==> src/rtl/sio_cfg_pkg.sv <==
package sio_cfg_pkg;
  localparam int DATA_W   = 8;
  localparam int ADDR_W   = 16;
  localparam int PORT_W   = 16;
  localparam int IRQ_W    = 4;
  localparam int UART_CNT = 2;

  typedef logic [DATA_W-1:0] byte_t;
  typedef logic [PORT_W-1:0] port_t;

  // register indices
  localparam byte_t IX_ID        = 8'h00;
  localparam byte_t IX_STRAP     = 8'h02;
  localparam byte_t IX_MISC      = 8'h03;
  localparam byte_t IX_FDC       = 8'h10;
  localparam byte_t IX_FDC_CTL   = 8'h11;
  localparam byte_t IX_LPT       = 8'h20;
  localparam byte_t IX_LPT_CTL   = 8'h21;
  localparam byte_t IX_UART_BASE = 8'h30;
  localparam byte_t IX_UART_STEP = 8'h10;
  localparam byte_t IX_CTL_OFS   = 8'h01;
  localparam byte_t IX_IDE       = 8'h50;
  localparam byte_t IX_LIMIT     = 8'h51;

  // write masks
  localparam byte_t MK_MISC       = 8'hF8;
  localparam byte_t MK_FDC        = 8'h83;
  localparam byte_t MK_FDC_CTL    = 8'h0F;
  localparam byte_t MK_LPT        = 8'hEF;
  localparam byte_t MK_LPT_CTL    = 8'h2F;
  localparam byte_t MK_UART       = 8'h9F;
  localparam byte_t MK_UART_CTL   = 8'h1F;
  localparam byte_t MK_IDE        = 8'h07;
  localparam byte_t MK_STRAP_KEEP = 8'h78;
  localparam byte_t MK_STRAP_WR   = 8'h01;

  // reset contents
  localparam byte_t RV_ID       = 8'hA0;
  localparam byte_t RV_FDC      = 8'h01;
  localparam byte_t RV_UART_CTL = 8'h02;
  localparam byte_t RV_IDE      = 8'h01;

  localparam int RST_BIT = 2;

  function automatic byte_t uart_ix(input int n);
    return byte_t'(int'(IX_UART_BASE) + int'(IX_UART_STEP) * n);
  endfunction

  function automatic port_t win_base_f(input logic [1:0] sel);
    case (sel)
      2'd0:    return port_t'(16'h0022);
      2'd1:    return port_t'(16'h0024);
      2'd2:    return port_t'(16'h026E);
      default: return port_t'(16'h0398);
    endcase
  endfunction

  function automatic port_t lpt_base_f(input logic [1:0] sel);
    case (sel)
      2'd0:    return port_t'(16'h0378);
      2'd1:    return port_t'(16'h0278);
      2'd2:    return port_t'(16'h03BC);
      default: return port_t'(16'h0000);
    endcase
  endfunction

  function automatic port_t uart_base_f(input logic [2:0] sel);
    case (sel)
      3'd0:    return port_t'(16'h03F8);
      3'd1:    return port_t'(16'h02F8);
      3'd2:    return port_t'(16'h0220);
      3'd3:    return port_t'(16'h0228);
      3'd4:    return port_t'(16'h0238);
      3'd5:    return port_t'(16'h02E8);
      3'd6:    return port_t'(16'h0338);
      default: return port_t'(16'h03E8);
    endcase
  endfunction
endpackage

==> src/rtl/sio_cfg_window.sv <==
module sio_cfg_window
  import sio_cfg_pkg::*;
#(
  parameter int AW = ADDR_W,
  parameter int DW = DATA_W
) (
  input  logic          clk,
  input  logic          rst_n,
  input  logic [1:0]    win_sel,
  input  logic [AW-1:0] io_addr,
  input  logic          io_wr,
  input  logic          io_rd,
  input  logic [DW-1:0] io_wdata,
  output logic [DW-1:0] io_rdata,
  output logic [DW-1:0] idx,
  output logic          data_wr,
  input  logic [DW-1:0] reg_rd_val
);
  localparam logic [DW-1:0] IDLE_VAL = '1;

  logic [AW-1:0] base_a;
  logic          hit;
  logic          idx_wr;
  logic [DW-1:0] idx_q;

  assign base_a  = AW'(win_base_f(win_sel));
  assign hit     = (io_addr[AW-1:1] == base_a[AW-1:1]);
  assign idx_wr  = io_wr & hit & ~io_addr[0];
  assign data_wr = io_wr & hit & io_addr[0];
  assign idx     = idx_q;

  always_ff @(posedge clk or negedge rst_n) begin
    if (!rst_n) begin
      idx_q <= '0;
    end else if (idx_wr) begin
      idx_q <= io_wdata;
    end
  end

  always_comb begin
    io_rdata = IDLE_VAL;
    if (io_rd && hit) begin
      if (!io_addr[0]) begin
        io_rdata = idx_q;
      end else if (idx_q < DW'(IX_LIMIT)) begin
        io_rdata = reg_rd_val;
      end
    end
  end

  // an index write stores the written byte
  a_r1_index_load: assert property (@(posedge clk) disable iff (!rst_n)
    idx_wr |=> (idx_q == $past(io_wdata)));

  // without an index write the index holds
  a_r1_index_hold: assert property (@(posedge clk) disable iff (!rst_n)
    !idx_wr |=> $stable(idx_q));
endmodule

==> src/rtl/sio_cfg_regs.sv <==
module sio_cfg_regs
  import sio_cfg_pkg::*;
#(
  parameter int DW = DATA_W,
  parameter int UC = UART_CNT
) (
  input  logic                  clk,
  input  logic                  rst_n,
  input  logic [DW-1:0]         strap_id,
  input  logic                  wr_en,
  input  logic [DW-1:0]         idx,
  input  logic [DW-1:0]         wdata,
  output logic [DW-1:0]         rd_val,
  output logic [DW-1:0]         fdc_cfg,
  output logic [DW-1:0]         lpt_cfg,
  output logic [UC-1:0][DW-1:0] uart_cfg,
  output logic [DW-1:0]         ide_cfg,
  output logic                  fdc_rst,
  output logic [UC-1:0]         uart_rst,
  output logic                  fdc_chg,
  output logic                  lpt_chg,
  output logic [UC-1:0]         uart_chg,
  output logic                  ide_chg_raw
);
  // state
  logic                  strap_done;
  logic [DW-1:0]         r_strap, r_misc, r_fdc, r_fdc_ctl, r_lpt, r_lpt_ctl, r_ide;
  logic [UC-1:0][DW-1:0] r_uart, r_uctl;
  logic                  fdc_rst_q, fdc_chg_q, lpt_chg_q, ide_chg_q;
  logic [UC-1:0]         uart_rst_q, uart_chg_q;

  // next state
  logic [DW-1:0]         strap_nx, misc_nx, fdc_nx, fdc_ctl_nx, lpt_nx, lpt_ctl_nx, ide_nx;
  logic [UC-1:0][DW-1:0] uart_nx, uctl_nx;
  logic                  fdc_rst_nx, fdc_chg_nx, lpt_chg_nx, ide_chg_nx;
  logic [UC-1:0]         uart_rst_nx, uart_chg_nx;
  logic                  idx_known;

  always_comb begin
    strap_nx    = r_strap;
    misc_nx     = r_misc;
    fdc_nx      = r_fdc;
    fdc_ctl_nx  = r_fdc_ctl;
    lpt_nx      = r_lpt;
    lpt_ctl_nx  = r_lpt_ctl;
    ide_nx      = r_ide;
    uart_nx     = r_uart;
    uctl_nx     = r_uctl;
    fdc_rst_nx  = 1'b0;
    uart_rst_nx = '0;
    if (!strap_done) begin
      strap_nx = strap_id;
    end else if (wr_en) begin
      case (idx)
        DW'(IX_STRAP):   strap_nx   = (r_strap & DW'(MK_STRAP_KEEP)) | (wdata & DW'(MK_STRAP_WR));
        DW'(IX_MISC):    misc_nx    = wdata & DW'(MK_MISC);
        DW'(IX_FDC):     fdc_nx     = wdata & DW'(MK_FDC);
        DW'(IX_FDC_CTL): begin
          fdc_ctl_nx = wdata & DW'(MK_FDC_CTL);
          fdc_rst_nx = wdata[RST_BIT] & ~r_fdc_ctl[RST_BIT];
        end
        DW'(IX_LPT):     lpt_nx     = wdata & DW'(MK_LPT);
        DW'(IX_LPT_CTL): lpt_ctl_nx = wdata & DW'(MK_LPT_CTL);
        DW'(IX_IDE):     ide_nx     = wdata & DW'(MK_IDE);
        default: ;
      endcase
      for (int i = 0; i < UC; i++) begin
        if (idx == DW'(uart_ix(i))) begin
          uart_nx[i] = wdata & DW'(MK_UART);
        end
        if (idx == DW'(uart_ix(i) + IX_CTL_OFS)) begin
          uctl_nx[i]     = wdata & DW'(MK_UART_CTL);
          uart_rst_nx[i] = wdata[RST_BIT] & ~r_uctl[i][RST_BIT];
        end
      end
    end
  end

  // change detection on the decode-relevant fields
  always_comb begin
    fdc_chg_nx = (fdc_nx[1:0] != r_fdc[1:0]);
    lpt_chg_nx = (lpt_nx[2:0] != r_lpt[2:0]);
    ide_chg_nx = (ide_nx[1:0] != r_ide[1:0]);
    for (int i = 0; i < UC; i++) begin
      uart_chg_nx[i] = (uart_nx[i][3:1] != r_uart[i][3:1]);
    end
  end

  // read mux
  always_comb begin
    case (idx)
      DW'(IX_ID):      rd_val = DW'(RV_ID);
      DW'(IX_STRAP):   rd_val = r_strap;
      DW'(IX_MISC):    rd_val = r_misc;
      DW'(IX_FDC):     rd_val = r_fdc;
      DW'(IX_FDC_CTL): rd_val = r_fdc_ctl;
      DW'(IX_LPT):     rd_val = r_lpt;
      DW'(IX_LPT_CTL): rd_val = r_lpt_ctl;
      DW'(IX_IDE):     rd_val = r_ide;
      default:         rd_val = '0;
    endcase
    for (int i = 0; i < UC; i++) begin
      if (idx == DW'(uart_ix(i)))              rd_val = r_uart[i];
      if (idx == DW'(uart_ix(i) + IX_CTL_OFS)) rd_val = r_uctl[i];
    end
  end

  // known-index flag, kept apart from the write decode for checking
  always_comb begin
    idx_known = (idx == DW'(IX_STRAP)) || (idx == DW'(IX_MISC)) ||
                (idx == DW'(IX_FDC)) || (idx == DW'(IX_FDC_CTL)) ||
                (idx == DW'(IX_LPT)) || (idx == DW'(IX_LPT_CTL)) ||
                (idx == DW'(IX_IDE));
    for (int i = 0; i < UC; i++) begin
      if ((idx == DW'(uart_ix(i))) || (idx == DW'(uart_ix(i) + IX_CTL_OFS))) begin
        idx_known = 1'b1;
      end
    end
  end

  always_ff @(posedge clk or negedge rst_n) begin
    if (!rst_n) begin
      strap_done <= 1'b0;
      r_strap    <= '0;
      r_misc     <= '0;
      r_fdc      <= DW'(RV_FDC);
      r_fdc_ctl  <= '0;
      r_lpt      <= '0;
      r_lpt_ctl  <= '0;
      r_ide      <= DW'(RV_IDE);
      r_uart     <= '0;
      r_uctl     <= {UC{DW'(RV_UART_CTL)}};
      fdc_rst_q  <= 1'b0;
      uart_rst_q <= '0;
      fdc_chg_q  <= 1'b0;
      lpt_chg_q  <= 1'b0;
      uart_chg_q <= '0;
      ide_chg_q  <= 1'b0;
    end else begin
      strap_done <= 1'b1;
      r_strap    <= strap_nx;
      r_misc     <= misc_nx;
      r_fdc      <= fdc_nx;
      r_fdc_ctl  <= fdc_ctl_nx;
      r_lpt      <= lpt_nx;
      r_lpt_ctl  <= lpt_ctl_nx;
      r_ide      <= ide_nx;
      r_uart     <= uart_nx;
      r_uctl     <= uctl_nx;
      fdc_rst_q  <= fdc_rst_nx;
      uart_rst_q <= uart_rst_nx;
      fdc_chg_q  <= fdc_chg_nx;
      lpt_chg_q  <= lpt_chg_nx;
      uart_chg_q <= uart_chg_nx;
      ide_chg_q  <= ide_chg_nx;
    end
  end

  assign fdc_cfg     = r_fdc;
  assign lpt_cfg     = r_lpt;
  assign uart_cfg    = r_uart;
  assign ide_cfg     = r_ide;
  assign fdc_rst     = fdc_rst_q;
  assign uart_rst    = uart_rst_q;
  assign fdc_chg     = fdc_chg_q;
  assign lpt_chg     = lpt_chg_q;
  assign uart_chg    = uart_chg_q;
  assign ide_chg_raw = ide_chg_q;

  // writes to unlisted indices leave all state unchanged
  a_r3_unlisted_ignored: assert property (@(posedge clk) disable iff (!rst_n)
    (wr_en && strap_done && !idx_known) |=>
      $stable({r_strap, r_misc, r_fdc, r_fdc_ctl, r_lpt, r_lpt_ctl, r_ide, r_uart, r_uctl}));

  // strap bits 6:3 never move after the load
  a_r4_strap_keep: assert property (@(posedge clk) disable iff (!rst_n)
    (strap_done && $past(strap_done)) |-> (r_strap[6:3] == $past(r_strap[6:3])));

  // floppy reset pulse is one cycle, on a 0->1 edge of the reset bit
  a_r9_fdc_pulse_single: assert property (@(posedge clk) disable iff (!rst_n)
    fdc_rst |=> !fdc_rst);
  a_r9_fdc_pulse_edge: assert property (@(posedge clk) disable iff (!rst_n)
    fdc_rst |-> (r_fdc_ctl[RST_BIT] && !$past(r_fdc_ctl[RST_BIT])));

  // floppy strobe matches a change of its decode bits
  a_r11_fdc_chg_match: assert property (@(posedge clk) disable iff (!rst_n)
    fdc_chg == (r_fdc[1:0] != $past(r_fdc[1:0])));
  a_r11_lpt_chg_match: assert property (@(posedge clk) disable iff (!rst_n)
    lpt_chg == (r_lpt[2:0] != $past(r_lpt[2:0])));

  for (genvar g = 0; g < UC; g++) begin : g_uart_chk
    // serial reset pulse on a 0->1 edge only
    a_r9_uart_pulse_edge: assert property (@(posedge clk) disable iff (!rst_n)
      uart_rst[g] |-> (r_uctl[g][RST_BIT] && !$past(r_uctl[g][RST_BIT])));
    // serial strobe matches a change of its base select
    a_r11_uart_chg_match: assert property (@(posedge clk) disable iff (!rst_n)
      uart_chg[g] == (r_uart[g][3:1] != $past(r_uart[g][3:1])));
  end
endmodule

==> src/rtl/sio_cfg_decode.sv <==
module sio_cfg_decode
  import sio_cfg_pkg::*;
#(
  parameter int DW = DATA_W,
  parameter int PW = PORT_W,
  parameter int IW = IRQ_W,
  parameter int UC = UART_CNT
) (
  input  logic                  clk,
  input  logic                  rst_n,
  input  logic [DW-1:0]         fdc_cfg,
  input  logic [DW-1:0]         lpt_cfg,
  input  logic [UC-1:0][DW-1:0] uart_cfg,
  input  logic [DW-1:0]         ide_cfg,
  input  logic                  ide_present,
  input  logic                  ide_chg_raw,
  output logic                  fdc_en,
  output logic [PW-1:0]         fdc_base,
  output logic                  lpt_en,
  output logic [PW-1:0]         lpt_base,
  output logic [IW-1:0]         lpt_irq,
  output logic [UC*PW-1:0]      uart_base,
  output logic [UC*IW-1:0]      uart_irq,
  output logic [UC-1:0]         uart_clk_2m,
  output logic                  ide_en,
  output logic [PW-1:0]         ide_cmd_base,
  output logic [PW-1:0]         ide_ctl_base,
  output logic                  ide_chg
);
  localparam logic [PW-1:0] FDC_PRI = PW'(16'h03F0);
  localparam logic [PW-1:0] FDC_SEC = PW'(16'h0370);
  localparam logic [PW-1:0] IDE_CMD_PRI = PW'(16'h01F0);
  localparam logic [PW-1:0] IDE_CMD_SEC = PW'(16'h0170);
  localparam logic [PW-1:0] IDE_CTL_PRI = PW'(16'h03F6);
  localparam logic [PW-1:0] IDE_CTL_SEC = PW'(16'h0376);
  localparam logic [1:0]    LPT_OFF = 2'd3;

  logic [1:0] lpt_sel;

  assign fdc_en   = fdc_cfg[0];
  assign fdc_base = fdc_cfg[1] ? FDC_SEC : FDC_PRI;

  assign lpt_sel  = lpt_cfg[2:1];
  assign lpt_base = PW'(lpt_base_f(lpt_sel));
  assign lpt_en   = lpt_cfg[0] && (lpt_sel != LPT_OFF);
  assign lpt_irq  = lpt_cfg[3] ? IW'(7) : IW'(5);

  for (genvar g = 0; g < UC; g++) begin : g_uart
    assign uart_base[g*PW +: PW] = PW'(uart_base_f(uart_cfg[g][3:1]));
    assign uart_irq[g*IW +: IW]  = uart_cfg[g][4] ? IW'(4) : IW'(3);
    assign uart_clk_2m[g]        = uart_cfg[g][7];
  end

  always_comb begin
    ide_en       = 1'b0;
    ide_cmd_base = '0;
    ide_ctl_base = '0;
    ide_chg      = 1'b0;
    if (ide_present) begin
      ide_en       = ide_cfg[0];
      ide_cmd_base = ide_cfg[1] ? IDE_CMD_SEC : IDE_CMD_PRI;
      ide_ctl_base = ide_cfg[1] ? IDE_CTL_SEC : IDE_CTL_PRI;
      ide_chg      = ide_chg_raw;
    end
  end

  // an enabled parallel port always has a real base
  a_r7_lpt_en_base: assert property (@(posedge clk) disable iff (!rst_n)
    lpt_en |-> (lpt_base != '0));

  // without the strap the IDE outputs stay quiet
  a_r10_ide_gate: assert property (@(posedge clk) disable iff (!rst_n)
    !ide_present |-> (!ide_en && (ide_cmd_base == '0) && (ide_ctl_base == '0) && !ide_chg));
endmodule

==> src/rtl/sio_cfg_regfile.sv <==
module sio_cfg_regfile
  import sio_cfg_pkg::*;
#(
  parameter int DW = DATA_W,
  parameter int AW = ADDR_W,
  parameter int PW = PORT_W,
  parameter int IW = IRQ_W,
  parameter int UC = UART_CNT
) (
  input  logic             clk,
  input  logic             rst_n,
  input  logic [1:0]       strap_win_sel,
  input  logic [DW-1:0]    strap_id,
  input  logic             strap_ide_present,
  input  logic [AW-1:0]    io_addr,
  input  logic             io_wr,
  input  logic             io_rd,
  input  logic [DW-1:0]    io_wdata,
  output logic [DW-1:0]    io_rdata,
  output logic             fdc_en,
  output logic [PW-1:0]    fdc_base,
  output logic             fdc_reset_pulse,
  output logic             fdc_cfg_change,
  output logic             lpt_en,
  output logic [PW-1:0]    lpt_base,
  output logic [IW-1:0]    lpt_irq,
  output logic             lpt_cfg_change,
  output logic [UC*PW-1:0] uart_base,
  output logic [UC*IW-1:0] uart_irq,
  output logic [UC-1:0]    uart_clk_2m,
  output logic [UC-1:0]    uart_reset_pulse,
  output logic [UC-1:0]    uart_cfg_change,
  output logic             ide_en,
  output logic [PW-1:0]    ide_cmd_base,
  output logic [PW-1:0]    ide_ctl_base,
  output logic             ide_cfg_change
);
  // reset: asserted asynchronously, released after two clocks
  logic rst_meta, rst_core_n;

  always_ff @(posedge clk or negedge rst_n) begin
    if (!rst_n) begin
      rst_meta   <= 1'b0;
      rst_core_n <= 1'b0;
    end else begin
      rst_meta   <= 1'b1;
      rst_core_n <= rst_meta;
    end
  end

  logic [DW-1:0]         idx, reg_rd_val, fdc_cfg, lpt_cfg, ide_cfg;
  logic [UC-1:0][DW-1:0] uart_cfg;
  logic                  data_wr, ide_chg_raw;

  sio_cfg_window #(.AW(AW), .DW(DW)) u_window (
    .clk        (clk),
    .rst_n      (rst_core_n),
    .win_sel    (strap_win_sel),
    .io_addr    (io_addr),
    .io_wr      (io_wr),
    .io_rd      (io_rd),
    .io_wdata   (io_wdata),
    .io_rdata   (io_rdata),
    .idx        (idx),
    .data_wr    (data_wr),
    .reg_rd_val (reg_rd_val)
  );

  sio_cfg_regs #(.DW(DW), .UC(UC)) u_regs (
    .clk         (clk),
    .rst_n       (rst_core_n),
    .strap_id    (strap_id),
    .wr_en       (data_wr),
    .idx         (idx),
    .wdata       (io_wdata),
    .rd_val      (reg_rd_val),
    .fdc_cfg     (fdc_cfg),
    .lpt_cfg     (lpt_cfg),
    .uart_cfg    (uart_cfg),
    .ide_cfg     (ide_cfg),
    .fdc_rst     (fdc_reset_pulse),
    .uart_rst    (uart_reset_pulse),
    .fdc_chg     (fdc_cfg_change),
    .lpt_chg     (lpt_cfg_change),
    .uart_chg    (uart_cfg_change),
    .ide_chg_raw (ide_chg_raw)
  );

  sio_cfg_decode #(.DW(DW), .PW(PW), .IW(IW), .UC(UC)) u_decode (
    .clk          (clk),
    .rst_n        (rst_core_n),
    .fdc_cfg      (fdc_cfg),
    .lpt_cfg      (lpt_cfg),
    .uart_cfg     (uart_cfg),
    .ide_cfg      (ide_cfg),
    .ide_present  (strap_ide_present),
    .ide_chg_raw  (ide_chg_raw),
    .fdc_en       (fdc_en),
    .fdc_base     (fdc_base),
    .lpt_en       (lpt_en),
    .lpt_base     (lpt_base),
    .lpt_irq      (lpt_irq),
    .uart_base    (uart_base),
    .uart_irq     (uart_irq),
    .uart_clk_2m  (uart_clk_2m),
    .ide_en       (ide_en),
    .ide_cmd_base (ide_cmd_base),
    .ide_ctl_base (ide_ctl_base),
    .ide_chg      (ide_cfg_change)
  );

  // a reset pulse and the new register contents appear together
  a_r12_fdc_pulse_data: assert property (@(posedge clk) disable iff (!rst_core_n)
    fdc_reset_pulse |-> $past(data_wr));
endmodule

==> config.mk <==
export PLATFORM = sky130hd
export DESIGN_NAME = sio_cfg_regfile
export DESIGN_NICKNAME = d
export VERILOG_FILES = /design/src/rtl/sio_cfg_pkg.sv /design/src/rtl/sio_cfg_window.sv /design/src/rtl/sio_cfg_regs.sv /design/src/rtl/sio_cfg_decode.sv /design/src/rtl/sio_cfg_regfile.sv
export SDC_FILE = /design/constraint.sdc
export NUM_CORES = 1
export LEC_CHECK = 0
export BUFFER_PORTS_ARGS = -buffer_cell sky130_fd_sc_hd__clkbuf_2
export CORE_MARGIN = 5
export CORE_UTILIZATION = 51
export DETAILED_ROUTE_END_ITERATION = 16
export PLACE_DENSITY = 0.83
export SYNTH_ARGS = -nofsm -noshare
export SYNTH_HDL_FRONTEND = slang
export SYNTH_SLANG_ARGS = --single-unit
==> constraint.sdc <==
create_clock -name clk -period 3.35 [get_ports clk]
set_clock_uncertainty 0.2 [all_clocks]
set_input_delay 0 -clock clk [delete_from_list [all_inputs] [get_ports clk]]
set_output_delay 0 -clock clk [all_outputs]
set_load 0.02 [all_outputs]
==> results of run 1 <==
## where the power goes
| group | switching, mW | internal [mW] | total (mW) |
|---|---|---|---|
| Clock | 0.344 | 0.344 | 0.688 |
| Sequential | 0.0112 | 0.928 | 0.939 |
| Combinational | 0.153 | 0.0613 | 0.214 |
| Total | 0.508 | 1.33 | 1.84 |
## layer usage
metal	track usage (%)	vias to the layer above	routed length, um
met5	0	-	0
met1	28.3	1874	5120
met4	8.93	0	337
met3	3.90	32	1030
li1	-	1720	-
met2	37.2	198	6400
## placed cells by master (no fill, tap or decap), drive strengths merged, types with 10 or more instances in the layout
cell / count
clkbuf: 108
mux2i: 10
nand2: 27
mux2: 60
nor3: 10
o21ai: 21
conb: 71
dlygate4sd3: 18
a21oi: 12
nand3: 11
dfrtp: 72
nor2: 27
inv: 12
## cell families (layout without fill, tap and decap cells)
family / after synthesis / after routing
flops: 76 / 76
simple gates: 117 / 117
fa+ha+maj: 4 / 4
mux: 70 / 70
buf+inv: 132 / 152
compound gates: 73 / 73
xor+xnor: 16 / 16
other cells: 2 / 71
## through the flow
stage / instance area, um^2 / hold slack [ns] / cells / power [mW]
6_report: 5420 / 0.0289 / 708 / 1.84
5_1_grt: 5420 / 0.0407 / 708 / 1.92
3_5_place_dp: 5050 / -0.413 / 674 / 1.15
4_1_cts: 5420 / 0.0125 / 708 / 1.85
3_3_place_gp: 5050 / -0.415 / 674 / 1.15
2_1_floorplan: 5140 / -0.496 / 559 / 1.16
## final timing paths
kind	startpoint	endpoint	depth (start not counted)
min	io_wdata[0]	u_regs.uart_cfg[0]	2
min reg2reg	rst_meta	rst_core_n	0
max	u_window.idx[6]	io_rdata[5]	7
max in group asynchronous	rst_core_n	u_regs.uart_cfg[8]	1
min in group asynchronous	rst_core_n	u_regs.lpt_cfg[5]	1
max reg2reg	u_window.idx[6]	u_regs.r_misc[7]	5
## cell type report
| cell class | count | area (um^2) |
|---|---|---|
| clock buffer | 10 | 128 |
| clock inverter | 6 | 65.1 |
| fill | 800 | 3860 |
| inverter | 12 | 45.0 |
| multi-input combinational | 351 | 2380 |
| sequential | 76 | 1910 |
| tap | 129 | 161 |
| timing repair buffer | 124 | 731 |
## sequential cells by signal, indices dropped and copies added (netlist names), 2 cells and up
signal,flops
u_regs.fdc_cfg,3
u_regs.ide_cfg,3
u_regs.lpt_cfg,7
u_regs.r_fdc_ctl,4
u_regs.r_lpt_ctl,5
u_regs.r_misc,5
u_regs.r_strap,8
u_regs.r_uctl,10
u_regs.uart_cfg,12
u_regs.uart_chg,2
u_regs.uart_rst,2
u_window.idx,8
## worst max-delay path: cells and delay by family, from the launching register on
kind                   cells  cell delay, ns
AO/OA/AOI/OAI              2            0.25
AND/OR/NAND/NOR            4            1.51
buffers and inverters      1            0.21
flip-flops                 1            0.53
==> flow_summary_export.csv, run 1 <==
group,metric,value,unit
sta,min_period_over_period,91.1,%
synthesis,synth.area.top_cells,"dfrtp_1 37%, buf_4 14%, mux2_2 14%",
synthesis,synth_top_family_by_area,"buffers and inverters",
global_route,grt_pass1_wl,20000,um
hold_path,hold_class,"input pin to register",
sta,worst_pin_slew,0.917,ns
critical_path,rrSetupSlack,0.72,ns
clock_network,post_cts_buffers,0,
synthesis,syn-mean-instance-area,9.97,um^2
final_layout,antenna_cells,0,
placement,hpwl,9600,um
drt,route.detailed.drc,0,
synthesis,synth_commonest_cells,"94 x buf_4, 72 x dfrtp_1, 60 x mux2_2",
die,dieArea,11600,um^2
global_route,grt_max_degree,75,
clock_network,worstSkewPairLatency,0.35,ns
clock_network,clkSlewWorstSetupHoldPaths,0.08,ns
sta,finalSetupViolations,0,
global_route,antenna_found_initial,0,
final_layout,fin_util,58.4,%
synthesis,ys_seq_area_share,39.0,%
drt,first_pass_iters,6,
clock_network,cts_sinks,76,
synthesis,yosysWarnings,0,
clock_network,cts_inserted_buffers,9,
critical_path,crit_type,"register to output pin",
power_and_ir_drop,ir_drop,0.172,mV
sta,rsz0062_at_grt,"no",
drt,wirelength,12900,um
synthesis,synth.most_common_cell,"buf_4",
clock_network,post_cts_resized,0,
drt,wire_per_inst,18.2,um
synthesis,synth_top_cell_area_share,36.9,%
placement,numPortBuffers,98,
job,drv_cap,0,
die,initial_core_util,52.6,%
synthesis,yosys.area_share.simple,13.4,%
global_route,overflow,0,
critical_path,cp_cell_sequence,"nor2_1, nand3_1, nor3_1, a31oi_1, and3_1, o21ai_0, clkbuf_2",
power_and_ir_drop,power.leakage,2.65,nW
sta,tns,0,ns
drt,ant_nets,0,
die,pin_count,168,
synthesis,ys_ff_latch,76,
synthesis,synthMuxAreaShare,15.9,%
placement,pre_cts_ws,0.461,ns
critical_path,max_stage_delay,0.57,ns
synthesis,synth-xor-area-share,2.87,%
sta,final-hold-violation-count,0,
synthesis,ys.flop_type,"dfrtp_1",
synthesis,yosysTopAreaCell,"dfrtp_1",
synthesis,synth.distinct_cells,60,
critical_path,worstPathArrival,2.85,ns
final_layout,nNetsFinal,617,
critical_path,worst_setup_path_start_kind,"register",
sta,drv_slew,0,
clock_network,cts_root_buf,"clkbuf_8",
clock_network,clockBufferDepth,2,
die,chipWidth,108,um
die,die_h,108,um
synthesis,synth_compound_area_share,10.2,%
global_route,track_usage,22.2,%
outcome,outcome,"completed",
drt,first_iter_violations,264,
placement,globalplace.congestion,1.02,
critical_path,crit_fanout,12,
synthesis,syn_area,4880,um^2
critical_path,cpMaxStageDelayCell,"nor2_1",
global_route,grt_pass1_vias,3764,
synthesis,synth_edf_count,0,
synthesis,syn-instance-count,490,
drt,routed_via_density,5.40,
sta,final.min_clock_period,3.05,ns
synthesis,async_reset_ff_share,100,%
sta,post-route-worst-setup-slack,0.299,ns
critical_path,cp.required,3.15,ns
clock_network,cts-htree-levels,3,
clock_network,cts_tree,"built",
final_layout,drive_gt1_share,34.9,%
sta,max_freq,0.328,GHz
final_layout,syn_to_final_growth,11.0,%
die,core.rowCount,35,
clock_network,holdBufCountCts,18,
drt,vias,3824,
synthesis,synthAdderAreaFrac,1.02,%
critical_path,crit_path_end_kind,"output pin",
sta,relSlewSlack,38.8,%
power_and_ir_drop,powerDensity,340,nW/um^2
die,design.core.area,9280,um^2
Power figures use the tool's default switching activity.
==> run 2: changes to the inputs <==
Settings changed: ABC_AREA set to 1.
==> flow_summary_export.csv, run 2 <==
group,metric,value,unit
synthesis,yosysWarnings,0,
drt,routed_via_density,4.79,
sta,final-hold-violation-count,0,
die,dieArea,11500,um^2
synthesis,ys.flop_type,"dfrtp_1",
die,design.core.area,9240,um^2
clock_network,cts_sinks,76,
synthesis,synth_top_family_by_area,"simple AND/OR/NAND/NOR gates",
critical_path,worst_setup_path_start_kind,"register",
synthesis,synth.distinct_cells,33,
critical_path,crit_start,"u_window.idx[6]",
synthesis,yosys.area_share.simple,24.6,%
clock_network,cts_tree,"built",
sta,finalSetupViolations,0,
global_route,antenna_found_initial,0,
final_layout,nNetsFinal,790,
job,drv_cap,0,
critical_path,cp.required,3.46,ns
clock_network,clockBufferDepth,2,
synthesis,synthMuxAreaShare,0,%
final_layout,drive_gt1_share,19.1,%
sta,relSlewSlack,39.5,%
critical_path,crit_fanout,12,
final_layout,syn_to_final_growth,11.1,%
outcome,outcome,"completed",
synthesis,synth_compound_area_share,12.0,%
power_and_ir_drop,powerDensity,343,nW/um^2
global_route,grt_pass1_vias,3760,
die,initial_core_util,52.1,%
sta,drv_slew,0,
power_and_ir_drop,ir_drop,0.282,mV
final_layout,final_common_cell,"nand2_1",
synthesis,synth.area.top_cells,"dfrtp_1 37%, buf_4 15%, nand2_1 14%",
drt,first_pass_iters,5,
hold_path,min_from,"io_wr",
power_and_ir_drop,p_total,1.83,mW
die,core.rowCount,35,
clock_network,clkSlewWorstSetupHoldPaths,0.08,ns
clock_network,post_cts_resized,0,
synthesis,ys_seq_area_share,39.6,%
clock_network,holdBufCountCts,20,
synthesis,synth_top_cell_area_share,37.4,%
global_route,track_usage,19.6,%
clock_network,cts_inserted_buffers,9,
die,chipWidth,107,um
placement,hpwl,8560,um
final_layout,fill_cells,879,
critical_path,r2r-start,"u_window.idx[6]",
synthesis,syn-instance-count,653,
synthesis,syn-mean-instance-area,7.37,um^2
synthesis,synth_commonest_cells,"177 x nand2_1, 95 x buf_4, 76 x inv_1",
sta,final.min_clock_period,2.87,ns
synthesis,ys_ff_latch,76,
clock_network,cts-htree-levels,3,
synthesis,async_reset_ff_share,100,%
synthesis,yosysTopAreaCell,"dfrtp_1",
hold_path,hold_class,"input pin to register",
synthesis,synth_edf_count,0,
synthesis,synth.most_common_cell,"nand2_1",
synthesis,synth-xor-area-share,0.182,%
placement,placed_area,4960,um^2
placement,globalplace.congestion,0.876,
sta,rsz0062_at_grt,"no",
die,pin_count,168,
synthesis,synthAdderAreaFrac,1.04,%
global_route,grt_max_degree,27,
placement,numPortBuffers,98,
final_layout,antenna_cells,0,
global_route,grt_pass1_wl,17900,um
sta,worst_pin_slew,0.904,ns
clock_network,post_cts_buffers,0,
final_layout,final_cell_mix,"177 x nand2_1, 98 x clkbuf_2, 76 x inv_1, 71 x conb_1, 71 x dfrtp_1",
final_layout,largest_reg_flops,12,
synthesis,syn_area,4810,um^2
critical_path,worstPathArrival,2.98,ns
clock_network,cts_root_buf,"clkbuf_8",
final_layout,multiInputGateArea,2080,um^2
sta,tns,0,ns
final_layout,fin_util,57.9,%
drt,vias,4222,
critical_path,crit_type,"register to register",
drt,first_iter_violations,241,
die,die_h,107,um
drt,wire_per_inst,12.9,um
sta,min_period_over_period,85.6,%
clock_network,worstSkewPairLatency,0.37,ns
final_layout,seq_area,1910,um^2
power_and_ir_drop,power.leakage,2.89,nW
drt,ant_nets,0,
final_layout,final_area,5350,um^2
critical_path,crit_path_end_kind,"register",
drt,wirelength,11300,um
drt,route.detailed.drc,0,
global_route,overflow,0,
sta,max_freq,0.349,GHz
==> run 2: cell count changes after synthesis, sizes merged, moves of 18 or more <==
cell | previous run | this run
clkbuf | 22 | 3
nand2 | 27 | 183
nand3 | 11 | 29
o21ai | 21 | 76
inv | 12 | 77
mux2 | 60 | 0
==> run 2: path summary, 6_finish.rpt <==
kind / slack (ns) / cells past startpoint / to
worst max-delay path: 0.48 / 8 / u_regs.uart_chg[0]
worst min-delay path: 0.05 / 6 / u_regs.uart_cfg[11]
worst max register to register: 0.48 / 8 / u_regs.uart_chg[0]
worst min register to register: 0.06 / 0 / u_regs.r_strap[2]
max in group asynchronous: 2.11 / 1 / u_regs.r_uctl[9]
min in group asynchronous: 0.06 / 0 / u_regs.r_strap[2]
==> run 2: stage by stage <==
step,hold WS [ns],setup slack [ns],std cells
2_1_floorplan,-0.496,0.884,722
3_3_place_gp,-0.412,0.863,845
3_5_place_dp,-0.412,0.737,845
4_1_cts,0.0413,0.505,881
5_1_grt,0.101,0.253,881
6_report,0.0524,0.481,881
==> run 2: final cells by class <==
type / instances / area share [%]
multi-input cells: 460 / 38.9
repair buffers: 120 / 13.2
clock inverters: 7 / 1.26
inverters: 80 / 5.61
clock buffers: 9 / 2.32
well taps: 129 / 3.02
flip-flops and latches: 76 / 35.7
==> run 2: report_power, final <==
part	internal [mW]	switching [mW]
sequential	0.927	0.0120
clock	0.339	0.350
combinational	0.0518	0.153
total	1.32	0.515
==> run 2: metal layers <==
layer  part of all wire (%)  GRT usage (%)  vias to the layer above
met1                     42           25.7                     1931
met4                    2.2           5.66                        0
met5                      0              0                        -
met2                     48           31.9                      174
li1                       -              -                     2086
met3                    8.4           5.18                       31
==> run 2: kinds of logic after synthesis <==
family / Yosys count
other: 2
adders and majority gates: 4
and+or+nand+nor: 278
xor gates and xnor gates: 1
AOI/OAI and AO/OA: 106
buffers and inverters: 186
DFF: 76
==> run 2: worst max-delay path: stages (launching register included) <==
cell and delay, ns:
dfrtp_1 0.45, nor2_1 0.22, nand3_1 0.19, nor2_2 0.38, nand3_1 0.41, o21ai_0 0.28, nand2_1 0.07, nand3_1 0.07
dlygate4sd3_1 0.54
